$ cat config.mk
export PLATFORM = sky130hd
export DESIGN_NAME = disp_scan_mux
export DESIGN_NICKNAME = d
export VERILOG_FILES = /design/src/rtl/disp_scan_pkg.sv /design/src/rtl/scan_timebase.sv /design/src/rtl/scan_pwm_gate.sv /design/src/rtl/scan_pin_router.sv /design/src/rtl/disp_scan_mux.sv
export SDC_FILE = /design/constraint.sdc
export NUM_CORES = 1
export LEC_CHECK = 0
export BUFFER_PORTS_ARGS = -buffer_cell sky130_fd_sc_hd__buf_4
export CAP_MARGIN = 40
export CORE_UTILIZATION = 52
export CTS_CLUSTER_SIZE = 28
export DETAILED_ROUTE_END_ITERATION = 7
export MAX_ROUTING_LAYER = met4
export PLACE_DENSITY = 0.75
export SYNTH_ARGS = -nofsm -noshare
export SYNTH_HDL_FRONTEND = slang
export SYNTH_SLANG_ARGS = --single-unit
$ cat constraint.sdc
create_clock -name clk -period 2.75 [get_ports clk]
set_input_delay 0.275 -clock clk [delete_from_list [all_inputs] [get_ports clk]]
set_output_delay 0.275 -clock clk [all_outputs]
set_load 0.05 [all_outputs]
$ cat src/rtl/disp_scan_pkg.sv
package disp_scan_pkg;
  localparam int NSUB   = 16;
  localparam int SUB_W  = 4;
  localparam int NSEG   = 8;
  localparam int TEST_ON = 7;
  localparam int MAX_ON  = 15;

  function automatic logic [SUB_W:0] on_steps(input logic [3:0] code, input logic test);
    logic [SUB_W:0] r;
    if (test) r = (SUB_W+1)'(TEST_ON);
    else if (code >= 4'd14) r = (SUB_W+1)'(MAX_ON);
    else r = {1'b0, code} + 1'b1;
    return r;
  endfunction
endpackage

$ cat src/rtl/scan_timebase.sv
module scan_timebase
  import disp_scan_pkg::*;
#(
  parameter int NDIG = 8,
  parameter int SLOT_TICKS = 800,
  localparam int DIG_W = $clog2(NDIG),
  localparam int STEP = SLOT_TICKS / NSUB,
  localparam int STEP_W = (STEP > 1) ? $clog2(STEP) : 1
) (
  input  logic             clk,
  input  logic             rst,
  input  logic             tick,
  input  logic             run,
  input  logic             sync,
  input  logic [DIG_W-1:0] limit,
  output logic [DIG_W-1:0] dig,
  output logic [SUB_W-1:0] sub
);
  logic [STEP_W-1:0] tcnt;
  logic step_end, slot_end;

  assign step_end = (tcnt == STEP_W'(STEP - 1));
  assign slot_end = step_end && (sub == SUB_W'(NSUB - 1));

  always_ff @(posedge clk) begin
    if (rst || sync) begin
      tcnt <= '0;
      sub  <= '0;
      dig  <= '0;
    end else if (run && tick) begin
      if (step_end) begin
        tcnt <= '0;
        sub  <= sub + 1'b1;
        if (slot_end) dig <= (dig >= limit) ? '0 : dig + 1'b1;
      end else begin
        tcnt <= tcnt + 1'b1;
      end
    end
  end

  p_wrap_r2: assert property (@(posedge clk) disable iff (rst)
    (run && tick && !sync && slot_end && dig >= limit) |=> dig == '0);
  p_sync_restart_r8: assert property (@(posedge clk) disable iff (rst)
    sync |=> (dig == '0 && sub == '0));
  p_hold_no_tick_r9: assert property (@(posedge clk) disable iff (rst)
    (!tick && !sync) |=> ($stable(dig) && $stable(sub)));
endmodule

$ cat src/rtl/scan_pwm_gate.sv
module scan_pwm_gate
  import disp_scan_pkg::*;
(
  input  logic [SUB_W-1:0] sub,
  input  logic [3:0]       intensity,
  input  logic             test,
  input  logic             run,
  output logic             drive_en
);
  logic [SUB_W:0] on_n;
  always_comb begin
    on_n = on_steps(intensity, test);
    drive_en = run && ({1'b0, sub} < on_n);
  end
endmodule

$ cat src/rtl/scan_pin_router.sv
module scan_pin_router
  import disp_scan_pkg::*;
#(
  parameter int NDIG = 8,
  localparam int DIG_W = $clog2(NDIG),
  localparam int NPIN = NDIG + 1
) (
  input  logic [DIG_W-1:0] dig,
  input  logic [NSEG-1:0]  segs,
  input  logic             en,
  output logic [NPIN-1:0]  sink,
  output logic [NPIN-1:0]  src
);
  for (genvar p = 0; p < NPIN; p++) begin : g_pin
    if (p == NPIN - 1) begin : g_last
      assign sink[p] = 1'b0;
      assign src[p]  = en && segs[0];
    end else if (p == 0) begin : g_first
      assign sink[p] = en && (dig == '0);
      assign src[p]  = en && (dig != '0) && segs[NSEG-1];
    end else begin : g_mid
      assign sink[p] = en && (dig == DIG_W'(p));
      always_comb begin
        if (dig > DIG_W'(p))      src[p] = en && segs[NSEG-1-p];
        else if (dig < DIG_W'(p)) src[p] = en && segs[NSEG-p];
        else                      src[p] = 1'b0;
      end
    end
  end
endmodule

$ cat src/rtl/disp_scan_mux.sv
module disp_scan_mux
  import disp_scan_pkg::*;
#(
  parameter int NDIG = 8,
  parameter int SLOT_TICKS = 800,
  localparam int DIG_W = $clog2(NDIG),
  localparam int NPIN = NDIG + 1
) (
  input  logic             clk,
  input  logic             rst,
  input  logic             mux_tick,
  input  logic [DIG_W-1:0] scan_limit,
  input  logic [3:0]       intensity,
  input  logic             shutdown,
  input  logic             disp_test,
  input  logic             sync,
  input  logic [NSEG-1:0]  seg_vec,
  output logic [DIG_W-1:0] digit_idx,
  output logic [NPIN-1:0]  pin_sink,
  output logic [NPIN-1:0]  pin_src
);
  logic             run;
  logic [DIG_W-1:0] lim_eff, dig;
  logic [SUB_W-1:0] sub;
  logic [NSEG-1:0]  segs_eff;
  logic             drive_en;
  logic [NPIN-1:0]  sink_c, src_c;

  assign run      = !shutdown || disp_test;
  assign lim_eff  = disp_test ? DIG_W'(NDIG - 1) : scan_limit;
  assign segs_eff = disp_test ? '1 : seg_vec;

  scan_timebase #(.NDIG(NDIG), .SLOT_TICKS(SLOT_TICKS)) u_tb (
    .clk(clk), .rst(rst), .tick(mux_tick), .run(run), .sync(sync),
    .limit(lim_eff), .dig(dig), .sub(sub));

  scan_pwm_gate u_pwm (
    .sub(sub), .intensity(intensity), .test(disp_test), .run(run),
    .drive_en(drive_en));

  scan_pin_router #(.NDIG(NDIG)) u_rt (
    .dig(dig), .segs(segs_eff), .en(drive_en), .sink(sink_c), .src(src_c));

  always_ff @(posedge clk) begin
    if (rst) begin
      digit_idx <= '0;
      pin_sink  <= '0;
      pin_src   <= '0;
    end else begin
      digit_idx <= dig;
      pin_sink  <= sink_c;
      pin_src   <= src_c;
    end
  end

  p_one_cathode_r5: assert property (@(posedge clk) disable iff (rst)
    $onehot0(pin_sink));
  p_no_conflict_r5: assert property (@(posedge clk) disable iff (rst)
    (pin_sink & pin_src) == '0);
  p_blank_tail_r3: assert property (@(posedge clk) disable iff (rst)
    (sub == SUB_W'(NSUB - 1)) |=> (pin_sink == '0 && pin_src == '0));
  p_shutdown_hiz_r6: assert property (@(posedge clk) disable iff (rst)
    (shutdown && !disp_test) |=> (pin_sink == '0 && pin_src == '0));
  p_test_all_lit_r7: assert property (@(posedge clk) disable iff (rst)
    disp_test |=> ($countones(pin_src) == NSEG || pin_src == '0));
endmodule

==> results.toml <==
[outcome]
status = "completed"

[routing]
wl_per_cell_microns = 13.47
drtIter0Drc = 52
first_pass_iters = 4
drc = 0
num_vias = 1545
ant_nets = 0
avgViaCountPerCell = 5.618
postRouteWirelength_microns = 3704

[flow_run]
max_cap_violations = 0

[timing]
fin_crit_ps = 2047
worst_pin_slew_ps = 653.1
fmax_ghz = 0.4885
rsz0062_at_grt = "no"
fin_skew_ps = 5.243
finalCritPeriodShare_pct = 74.44
relSlewSlack_pct = 56.40
tns_ps = 0
setup_viol = 0
drv_slew = 0
finalHoldViolations = 0

[critical_path]
worstReg2RegStart = "u_tb.dig[0]"
end_kind = "flip-flop"
cp-start-kind = "flip-flop"
cp-startpoint = "u_tb.dig[0]"
max_stage_delay_ps = 630
crit_chain = "inv_1 -> ha_1 -> nand2b_1 -> a21o_1 -> a211o_1 -> o31ai_1"
path_class = "flip-flop to flip-flop"
cp_data_required_time_ps = 3000
worst_path_max_delay_cell = "dfxtp_1"
cp_max_fo = 15
arrival_ps = 2290

[placement]
gp_congestion = 0.8692
portBuffers = 40
hpwl_microns = 2755

[die]
coreArea_sq_um = 3078
io-pin-count = 42
rows = 20
die_height_microns = 59.02
start_util_pct = 54.92
chipWidth_microns = 59.02
die-area_sq_um = 3483

[logic_synthesis]
synth_common_cells = "dfxtp_1, nor2_1, ha_1"
ys_seq_elements = 33
yosys.area.top_type = "dfxtp_1"
syn_nets = 232
synth-seq-area-share_pct = 39.08
synth.distinct_cells = 44
synth_cells = 195
synth_edf_count = 0
synth_top_flop_cell = "dfxtp_1"
synth_area_sq_um = 1690
yosys_warnings = 0
syn_area_per_cell_sq_um = 8.669
yosysMostFrequentCell = "dfxtp_1"
synthArstFlopShare_pct = 0
synthTopCellsByArea = "dfxtp_1, ha_1, nor2_1, nor3_1, o21ai_0"
synth_top_area_share_pct = 39.08

[grt]
antenna_found_initial = 0
grt_pass1_vias = 1519
overflow = 0
grt_pass1_wl_microns = 6265
grt.total_usage_pct = 24.31
grt_max_degree = 22

[finish]
drive_above_1_share_pct = 22.51
fin_nets = 269
area_growth_pct = 20.36
diodes = 0
fillers = 271

[power_and_ir_drop]
vdd_ir_drop_max_mv = 0.2054
p_total_mw = 0.8711
power_density_nw_per_um2 = 428.2
power.leakage_nw = 0.8858

[clock_network]
post_cts_resized = 0
path_clk_slew_ps = 90
ctsHoldBuffers = 0
htreeDepth = 2
numClockSinks = 33
cts_tree = "yes"
cts_made_buffers = 5
worstSkewPairLatency_ps = 320
post_cts_buffers = 0
cts_max_path_buffers = 2
cts_root_buf = "clkbuf_4"

[hold_path]
hp-class = "input pin to flip-flop"
hp-start = "rst"
-- registers in the layout, indices dropped and copies added, names as in the netlist --
| signal | cells |
|---|---|
| digit_idx | 3 |
| pin_sink | 8 |
| pin_src | 9 |
| u_tb.dig | 3 |
| u_tb.sub | 4 |
| u_tb.tcnt | 6 |
-- worst paths after layout --
check                 end  slack, ps  cells after the start
min reg2reg   u_tb.sub[3]        520                      2
min          digit_idx[0]        140                      2
max           u_tb.dig[2]        700                      6
max reg2reg   u_tb.dig[2]        700                      6
-- worst max-delay path: cells and delay by family, from the launching register on --
| kind | cells | cell delay, ps |
|---|---|---|
| AND/OR/NAND/NOR | 1 | 140 |
| AO/OA/AOI/OAI | 3 | 700 |
| buffers and inverters | 1 | 180 |
| adder cells (fa/ha/maj) | 1 | 320 |
| flip-flops | 1 | 630 |
-- layer usage --
layer / global-route usage, % / vias to the layer above / share of wire (%) / wire length (microns)
met1: 24.66 / 738 / 42 / 1550
met4: 10.20 / 0 / 1.5 / 55
met3: 4.585 / 7 / 3.3 / 122
met5: - / - / 0 / 0
met2: 45.29 / 33 / 53 / 1976
li1: - / 767 / - / -
-- cell usage in the layout (no fill, tap or decap), drive strengths merged, types with 2 or more instances in the layout --
master | Yosys | layout
a311oi | 2 | 2
nor3 | 13 | 13
clkinv | 1 | 2
or2 | 4 | 4
xnor2 | 2 | 2
ha | 16 | 16
nand2 | 8 | 8
nor2 | 22 | 22
buf | 4 | 41
a21o | 2 | 2
clkbuf | 7 | 5
inv | 10 | 10
dfxtp | 33 | 33
or3 | 2 | 2
and3 | 3 | 3
xor2 | 4 | 4
a21oi | 8 | 8
o211ai | 4 | 4
o31ai | 6 | 6
nand2b | 2 | 2
nor4 | 2 | 2
o21ai | 13 | 13
nand4b | 2 | 2
nand3 | 7 | 7
nor3b | 2 | 2
-- cell families (layout without fill, tap and decap cells) --
group / after synthesis / in the layout / share of synthesized area [%]
AND/OR/NAND/NOR: 72 / 72 / 22.06
AO/OA/AOI/OAI: 44 / 44 / 17.03
multiplexers: 1 / 1 / 0.5922
flip-flops: 33 / 33 / 39.08
other: 1 / 1 / 0.2218
XOR/XNOR: 6 / 6 / 3.109
adder cells (fa/ha/maj): 16 / 16 / 11.84
buffers and inverters: 22 / 58 / 6.070
-- stage by stage --
step	worst slack (ps)	cells	area, sq um	hold WS, ps	utilization (%)
2_1_floorplan	602.3	195	1690	341.7	-
3_3_place_gp	546.1	269	1992	476.9	64.72
3_5_place_dp	434.2	269	1992	476.3	64.72
4_1_cts	701.5	275	2034	128.4	66.10
5_1_grt	532.6	275	2034	133.2	66.10
6_report	702.8	275	2034	136.1	66.10
-- layout make-up --
class	count	area (sq um)	share of cell area (%)
clock inverters	1	5.005	0.2460
repair buffers	41	307.8	15.13
well taps	44	55.05	2.706
clock buffers	5	37.54	1.845
flip-flops and latches	33	660.6	32.47
inverters	11	41.29	2.030
multi-input cells	140	927.1	45.57
-- where the power goes --
group	switching [mW]	total (mW)	internal (mW)
clock	0.150	0.238	0.0885
sequential	0.00402	0.492	0.488
combinational	0.0872	0.141	0.0534
(Power assumes the default switching activity.)
